**config.mk**
```make
export PLATFORM = sky130hd
export DESIGN_NAME = stride_mem_tester
export DESIGN_NICKNAME = d
export VERILOG_FILES = /design/src/rtl/stride_mem_tester.sv
export SDC_FILE = /design/constraint.sdc
export NUM_CORES = 1
export LEC_CHECK = 0
export ABC_AREA = 0
export CORE_MARGIN = 4
export CORE_UTILIZATION = 52
export DETAILED_ROUTE_END_ITERATION = 7
export HOLD_SLACK_MARGIN = 0.08
export PLACE_DENSITY_LB_ADDON = 0.25
export REMOVE_ABC_BUFFERS = 1
export SLEW_MARGIN = 5
export SYNTH_ARGS = -nofsm -noshare
export SYNTH_HDL_FRONTEND = slang
export SYNTH_SLANG_ARGS = --single-unit
```
**constraint.sdc**
```tcl
create_clock -name clk -period 2.82 [get_ports clk]
set_input_delay 0.282 -clock clk [delete_from_list [all_inputs] [get_ports clk]]
set_output_delay 0.282 -clock clk [all_outputs]
set_load 0.02 [all_outputs]
```
**src/rtl/stride_mem_tester.sv**
```systemverilog
module stride_mem_tester #(
  parameter int DEPTH  = 64,
  parameter int DW     = 16,
  parameter int STRIDE = 20,
  parameter int RW     = 4,
  localparam int AW    = $clog2(DEPTH),
  localparam int SW    = $clog2(STRIDE)
) (
  input  logic          clk,
  input  logic          rst_n,
  input  logic          start,
  input  logic [DW-1:0] pattern,
  input  logic [RW-1:0] repeat_cnt,
  output logic          busy,
  output logic          done,
  output logic          mem_en,
  output logic          mem_we,
  output logic [AW-1:0] mem_addr,
  output logic [DW-1:0] mem_wdata,
  input  logic [DW-1:0] mem_rdata,
  output logic          fail,
  output logic [AW-1:0] fail_addr,
  output logic [DW-1:0] fail_exp,
  output logic [DW-1:0] fail_act
);

  localparam logic [AW-1:0] LAST   = AW'(DEPTH - 1);
  localparam logic [SW-1:0] STR_M1 = SW'(STRIDE - 1);

  typedef enum logic [1:0] {IDLE, WRITE, CHECK, DRAIN} st_t;

  st_t           st;
  logic [AW-1:0] addr;
  logic [SW-1:0] phase;
  logic [SW-1:0] offset;
  logic [RW-1:0] pass_rem;
  logic [RW-1:0] rep_q;
  logic [DW-1:0] pat_q;
  logic          rd_pend;
  logic [AW-1:0] rd_addr;
  logic [AW:0]   nxt_raddr;
  logic          rd_last;
  logic          go;

  function automatic logic [SW-1:0] phase0(input logic [SW-1:0] o);
    return (o == '0) ? '0 : SW'(STRIDE) - o;
  endfunction

  function automatic logic [RW-1:0] extra_passes(input logic [RW-1:0] r);
    return (r == '0) ? '0 : r - 1'b1;
  endfunction

  assign go        = start && (st == IDLE);
  assign nxt_raddr = {1'b0, addr} + (AW+1)'(STRIDE);
  assign rd_last   = nxt_raddr > {1'b0, LAST};

  assign busy      = (st != IDLE);
  assign mem_en    = (st == WRITE) || (st == CHECK);
  assign mem_we    = (st == WRITE);
  assign mem_addr  = addr;
  assign mem_wdata = (phase == '0) ? pat_q : ~pat_q;

  always_ff @(posedge clk or negedge rst_n) begin
    if (!rst_n) begin
      st       <= IDLE;
      addr     <= '0;
      phase    <= '0;
      offset   <= '0;
      pass_rem <= '0;
      rep_q    <= '0;
      pat_q    <= '0;
      done     <= 1'b0;
    end else begin
      done <= 1'b0;
      case (st)
        IDLE: if (start) begin
          st       <= WRITE;
          addr     <= '0;
          phase    <= '0;
          offset   <= '0;
          pat_q    <= pattern;
          rep_q    <= repeat_cnt;
          pass_rem <= extra_passes(repeat_cnt);
        end
        WRITE: begin
          addr  <= addr + 1'b1;
          phase <= (phase == STR_M1) ? '0 : phase + 1'b1;
          if (addr == LAST) begin
            if (pass_rem != '0) begin
              pass_rem <= pass_rem - 1'b1;
              addr     <= '0;
              phase    <= phase0(offset);
            end else begin
              st   <= CHECK;
              addr <= AW'(offset);
            end
          end
        end
        CHECK: begin
          if (rd_last) st <= DRAIN;
          else         addr <= nxt_raddr[AW-1:0];
        end
        DRAIN: begin
          if (offset == STR_M1) begin
            st   <= IDLE;
            done <= 1'b1;
          end else begin
            st       <= WRITE;
            offset   <= offset + 1'b1;
            addr     <= '0;
            phase    <= phase0(offset + 1'b1);
            pass_rem <= extra_passes(rep_q);
          end
        end
        default: st <= IDLE;
      endcase
    end
  end

  always_ff @(posedge clk or negedge rst_n) begin
    if (!rst_n) begin
      rd_pend   <= 1'b0;
      rd_addr   <= '0;
      fail      <= 1'b0;
      fail_addr <= '0;
      fail_exp  <= '0;
      fail_act  <= '0;
    end else begin
      rd_pend <= (st == CHECK);
      rd_addr <= addr;
      if (go) begin
        fail      <= 1'b0;
        fail_addr <= '0;
        fail_exp  <= '0;
        fail_act  <= '0;
      end else if (rd_pend && (mem_rdata != pat_q) && !fail) begin
        fail      <= 1'b1;
        fail_addr <= rd_addr;
        fail_exp  <= pat_q;
        fail_act  <= mem_rdata;
      end
    end
  end


  wdata_phase_chk: assert property (@(posedge clk) disable iff (!rst_n)
    mem_we |-> ((mem_wdata == pat_q) == ((int'(addr) % STRIDE) == int'(offset))));


  read_stride_chk: assert property (@(posedge clk) disable iff (!rst_n)
    (mem_en && !mem_we) |-> ((int'(addr) % STRIDE) == int'(offset)));


  fail_sticky_chk: assert property (@(posedge clk) disable iff (!rst_n)
    (fail && !go) |=> (fail && $stable(fail_addr) && $stable(fail_act)));


  done_pulse_chk: assert property (@(posedge clk) disable iff (!rst_n)
    done |=> !done);


  done_idle_chk: assert property (@(posedge clk) disable iff (!rst_n)
    done |-> !busy);

endmodule

```
* After elaboration in Yosys (flattened, before gate mapping)
Index checks and enable logic that the tools add are counted.
Word-level totals: flip-flop bits (word level) 89, bits in latches 0, RAM bits 0, memory bits (read-only) 0, bits of input ports 39, word-level logic and storage cells 101, memories kept 0
Operators by class: add/sub/neg operators 9, multiply operators 0, div/mod/pow operators 0, magnitude comparators 1, equal/unequal tests 14, shifts and indexed selects 0, mux-type cells 40, bitwise operators 1, reduce and logical (&&, ||, !) cells 22
Operators with widths (count):
- two-way mux 16 bit | 5
- two-way mux 5 bit | 9
- two-way mux 6 bit | 6
- two-way mux 4 bit | 6
- one-hot mux 6 bit (4 select lines) | 1
- inequality test 16 bit | 1
- inverter 16 bit | 1
- zero test 5 bit | 3
- one-hot mux 5 bit (3 select lines) | 1
- one-hot mux 4 bit (3 select lines) | 1
- subtractor 4 x 1 -> 4 bit, second input constant | 3
- adder 5 x 1 -> 5 bit, second input constant | 2
- == test 5 bit, second input constant | 2
- inequality test 2 bit, second input constant | 5
- one-hot mux 5 bit (2 select lines) | 1
- subtractor 5 bit, first input constant | 2
- AND reduction 3 bit | 3
- zero test 4 bit | 2
- two-way mux 2 bit | 4
- one-hot mux 2 bit (4 select lines) | 1
- adder 6 x 5 -> 7 bit, second input constant | 1
- greater-than comparator 7 x 6 -> 1 bit, second input constant | 1
- adder 6 x 1 -> 6 bit, second input constant | 1
- == test 6 bit, second input constant | 1
- 14 further kinds | 24

* Logic depth before layout (Yosys ltp)
word-level depth 5, depth in mapped cells 8

* Worst setup path before layout
Ideal clock, no wire load.
path kind reg2reg, start register addr[2] (netlist: mem_addr[2]), end register addr[3] (netlist: mem_addr[3]), setup time 0.125 ns, arrival 2.025 ns, path slack 0.670 ns, stages on the path, launching flop included 8, buffers on the path 0, period minus slack after synthesis 2.150 ns, cells stage by stage dfrtp_1 -> inv_1 -> ha_1 -> and4bb_1 -> a41oi_2 -> nand2_1 -> a211o_1 -> mux2_2
On the way: longest elaborated chain between the ends 4
RTL lines:
- start: declaration | line 33 | logic [AW-1:0] addr;
- start signal: assignment | line 86 | addr <= addr + 1'b1;
- start signal: assignment | line 95 | addr <= AW'(offset);
- start signal: assignment | line 101 | else addr <= nxt_raddr[AW-1:0];
- adder 6 x 5 -> 7 bit | line 54 | assign nxt_raddr = {1'b0, addr} + (AW+1)'(STRIDE);
- greater-than comparator 7 x 6 -> 1 bit | line 55 | assign rd_last = nxt_raddr > {1'b0, LAST};
- inequality test 2 bit (no source line)
- AND reduction 3 bit (no source line)
Several ways; a longest one is shown, not always the timed one. The select of a mux whose other input is x is not followed. A chain may end at the register's enable or synchronous reset.

* Worst setup path after layout
start register phase[0], end output port mem_wdata[6]
On the way: longest elaborated chain between the ends 2
RTL lines:
- start: declaration | line 34 | logic [SW-1:0] phase;
- start signal: assignment | line 87 | phase <= (phase == STR_M1) ? '0 : phase + 1'b1;
- start signal: assignment | line 92 | phase <= phase0(offset);
- start signal: assignment | line 111 | phase <= phase0(offset + 1'b1);
- zero test 5 bit | line 61 | assign mem_wdata = (phase == '0) ? pat_q : ~pat_q;
- two-way mux 16 bit | line 61
- end: declaration | line 19 | output logic [DW-1:0] mem_wdata,
No other way between the ends.

==> summary.md <==
| Metric | Value |
|---|---|
| Critical Path Fanout Max | 12 |
| CTS Hold Bufs | 1 |
| P per Cell Area | around 360 mW/mm^2 |
| Global-route wire length before repair | 19.3 mm |
| # clock sinks | 89 |
| Post-Syn Area | around 0.005 sq mm |
| Max Slew Vio Count | 0 |
| Worst vdd ir | between 0.2 and 0.25 mV |
| Placement Setup Slack | just over 0.4 ns |
| Fill count | 722 |
| Share of cells above drive strength 1 | 0.0685 |
| Worst skew pair latency | around 0.36 ns |
| Area of the core | roughly 0.0093 sq mm |
| Startpoint types | register |
| Fmax | around 380 MHz |
| Initial Util | 0.538 |
| Min Clock Period, post-route | 2.62 ns |
| Worst Skew | between 0.015 and 0.02 ns |
| FFs w/ async S/R, synth | 1.00 |
| GRT Util Overall | 0.209 |
| RSZ-0062 raised after global routing | no |
| Total die area | approximately 0.011 sq mm |
| Number of global-route vias before repair | just under 4000 |
| Initial antenna violation count | 0 |
| Hold Crit Class | primary input to register |
| Resized cells post-CTS | 0 |
| Root Buffer | clkbuf_8 |
| Synth area leader | dfrtp_1 |
| Worst path required time | 2.54 ns |
| Drt drc | 0 |
| Worst-margin pin slew | between 0.6 and 0.7 ns |
| Clock buffer depth | 2 |
| Largest net degree at the start of global routing | 64 |
| Ranking of synthesized cells by area | dfrtp_1 45%, nand2_1 10%, mux2i_1 8.4%, xnor2_1 6.7%, ha_1 4.0% |
| Total congestion overflow | 0 |
| Area Overhead vs Synth | 27.0% |
| Final Wtd Congestion | 0.827 |
| Total wire length | ~12 mm |
| Top-count cell post-synth | nand2_1 |
| TritonRoute pass-1 iters | 5 |
| Nets@finish | between 600 and 700 |
| Placed Instances | between 700 and 800 |
| Vias per cell | between 5 and 6 |
| Mapped Avg Cell Area | 9.44 sq um |
| Die Wd | around 110 um |
| I/O pin count | around 100 |
| Status | completed |
| Setup_tns | 0 ns |
| Vias after detailed routing | about 4000 |
| Unique cell type count in the Yosys netlist | 64 |
| Final setup viols | 0 |
| CP arrival | around 2.3 ns |
| Register Area | around 0.0022 sq mm |
| Max-slew headroom | 0.569 |
| WS Path Type | register to output pin |
| Seq/Total Area, Yosys | 0.446 |
| Final worst setup slack | a little under 0.2 ns |
| Mapped Cells | roughly 530 |
| Std-Cell Rows | 35 |
| PortBufs | 103 |
| Avg WL per Cell | about 15 um |
| Number of enable flip-flop cells after synthesis | 0 |
| Top_reg_cell synth | dfrtp_1 |
| DP HPWL | between 8 and 9 mm |
| Die Y | approximately 110 um |
| Yosys warns | 0 |
| Minimum hold slack | 0.448 ns |
| Final hold violation count | 0 |
| Fin crit share | 0.930 |
| CTS HTree Levels | 3 |
| 1st-iter DRT viols | between 200 and 250 |
| Final std cells w/o fill | between 700 and 800 |
| CTS tree | yes |
| Post-CTS Setup Inserts | 0 |
| # diodes | 0 |
| Leakage | about 3 nW |
| Crit end category | output pin |
| Flops & latches, synth | 89 |
| TritonCTS buffer count | 9 |
| Post-route ant nets | 0 |
| Post-synth top cells | 135 x nand2_1, 89 x dfrtp_1, 42 x mux2i_1, 38 x xnor2_1, 30 x o21ai_0 |
| Multi-input logic area | 0.00253 sq mm |
| Total of max-cap violations | 0 |
| Top cell type's share of synthesized area | 0.446 |
| Clk pin slew, worst setup/hold paths | 0.09 ns |
where the power goes:
group	switching, W	internal [W]
Clock	0.000474	0.000416
Sequential	0	0.00127
Combinational	0.0000514	0.0000607
stage by stage:
stage,power [W],util,cell area [sq um]
finish,0.00228,0.683,6340
global route,0.00237,0.683,6340
CTS,0.00230,0.683,6340
detailed placement,0.00141,0.660,6130
global placement,0.00141,0.660,6130
floorplan,0.00132,-,4830
layer usage:
metal,vias up,GRT usage,wire length (um)
li1,2001,-,-
met3,13,0.0413,676
met5,-,0,0
met4,0,0.0490,127
met1,1945,0.291,5240
met2,143,0.339,5550
layout by cell type, fill, tap and decap left out, drive strengths merged, types with 3 or more instances in the layout:
cell           Yosys  final
xnor2             38     38
nor3b              3      3
clkbuf            17      9
nand2b             5      5
a21oi             11     11
o22ai              5      5
inv               21     23
mux2i             42     42
dfrtp             89     89
o31ai              4      4
buf               14     11
nor2              13     13
nand4              7      7
o21ai             32     32
a2111oi            3      3
nand2            135    135
clkdlybuf4s50      0    102
a311oi             3      3
nor3               7      7
nor2b              6      6
nand3              8      8
a221oi             4      4
mux2               4      4
a31oi              3      3
and2               5      5
ha                16     16
critical path, stage by stage (launching register included):
cell             delay [ns]
dfrtp_1                0.45
inv_1                  0.09
ha_1                   0.13
nor4b_2                0.24
buf_4                  0.30
xnor2_1                0.15
clkdlybuf4s50_1        0.63
cells by family after synthesis:
logic type / Yosys count / share of synthesized area
AND/OR/NAND/NOR: 200 / 0.180
adder cells (fa/ha/maj): 16 / 0.0401
AO/OA/AOI/OAI: 88 / 0.125
flip-flops: 89 / 0.446
XOR/XNOR: 38 / 0.0667
multiplexers: 46 / 0.0932
buffers and inverters: 52 / 0.0486
sequential cells by signal, indices dropped and copies added, names as in the netlist:
signal and count:
pat_q 16, rep_q 4, rd_addr 6, offset 5
pass_rem 4, mem_addr 6, fail_addr 6, fail_act 16
st 2, rd_pend 1, phase 5, done 1
fail_exp 16, fail 1
cell type report:
cell class / count / area share
tap: 129 / 0.0255
multi-input combinational: 388 / 0.400
clock buffer: 9 / 0.0195
timing repair buffer: 114 / 0.180
clock inverter: 7 / 0.0120
sequential: 89 / 0.351
inverter: 21 / 0.0124
final timing paths:
path,from,end,slack (ns),cells past startpoint
min reg2reg,rd_addr[4],fail_addr[4],0.49,2
max,phase[0],mem_wdata[6],0.20,6
max reg2reg,offset[0],mem_addr[4],0.42,5
max in group asynchronous,rst_n,fail_act[12],1.56,3
min,pattern[13],pat_q[13],0.45,3
min in group asynchronous,rst_n,fail_act[4],0.49,2
(Power assumes the default switching activity.)
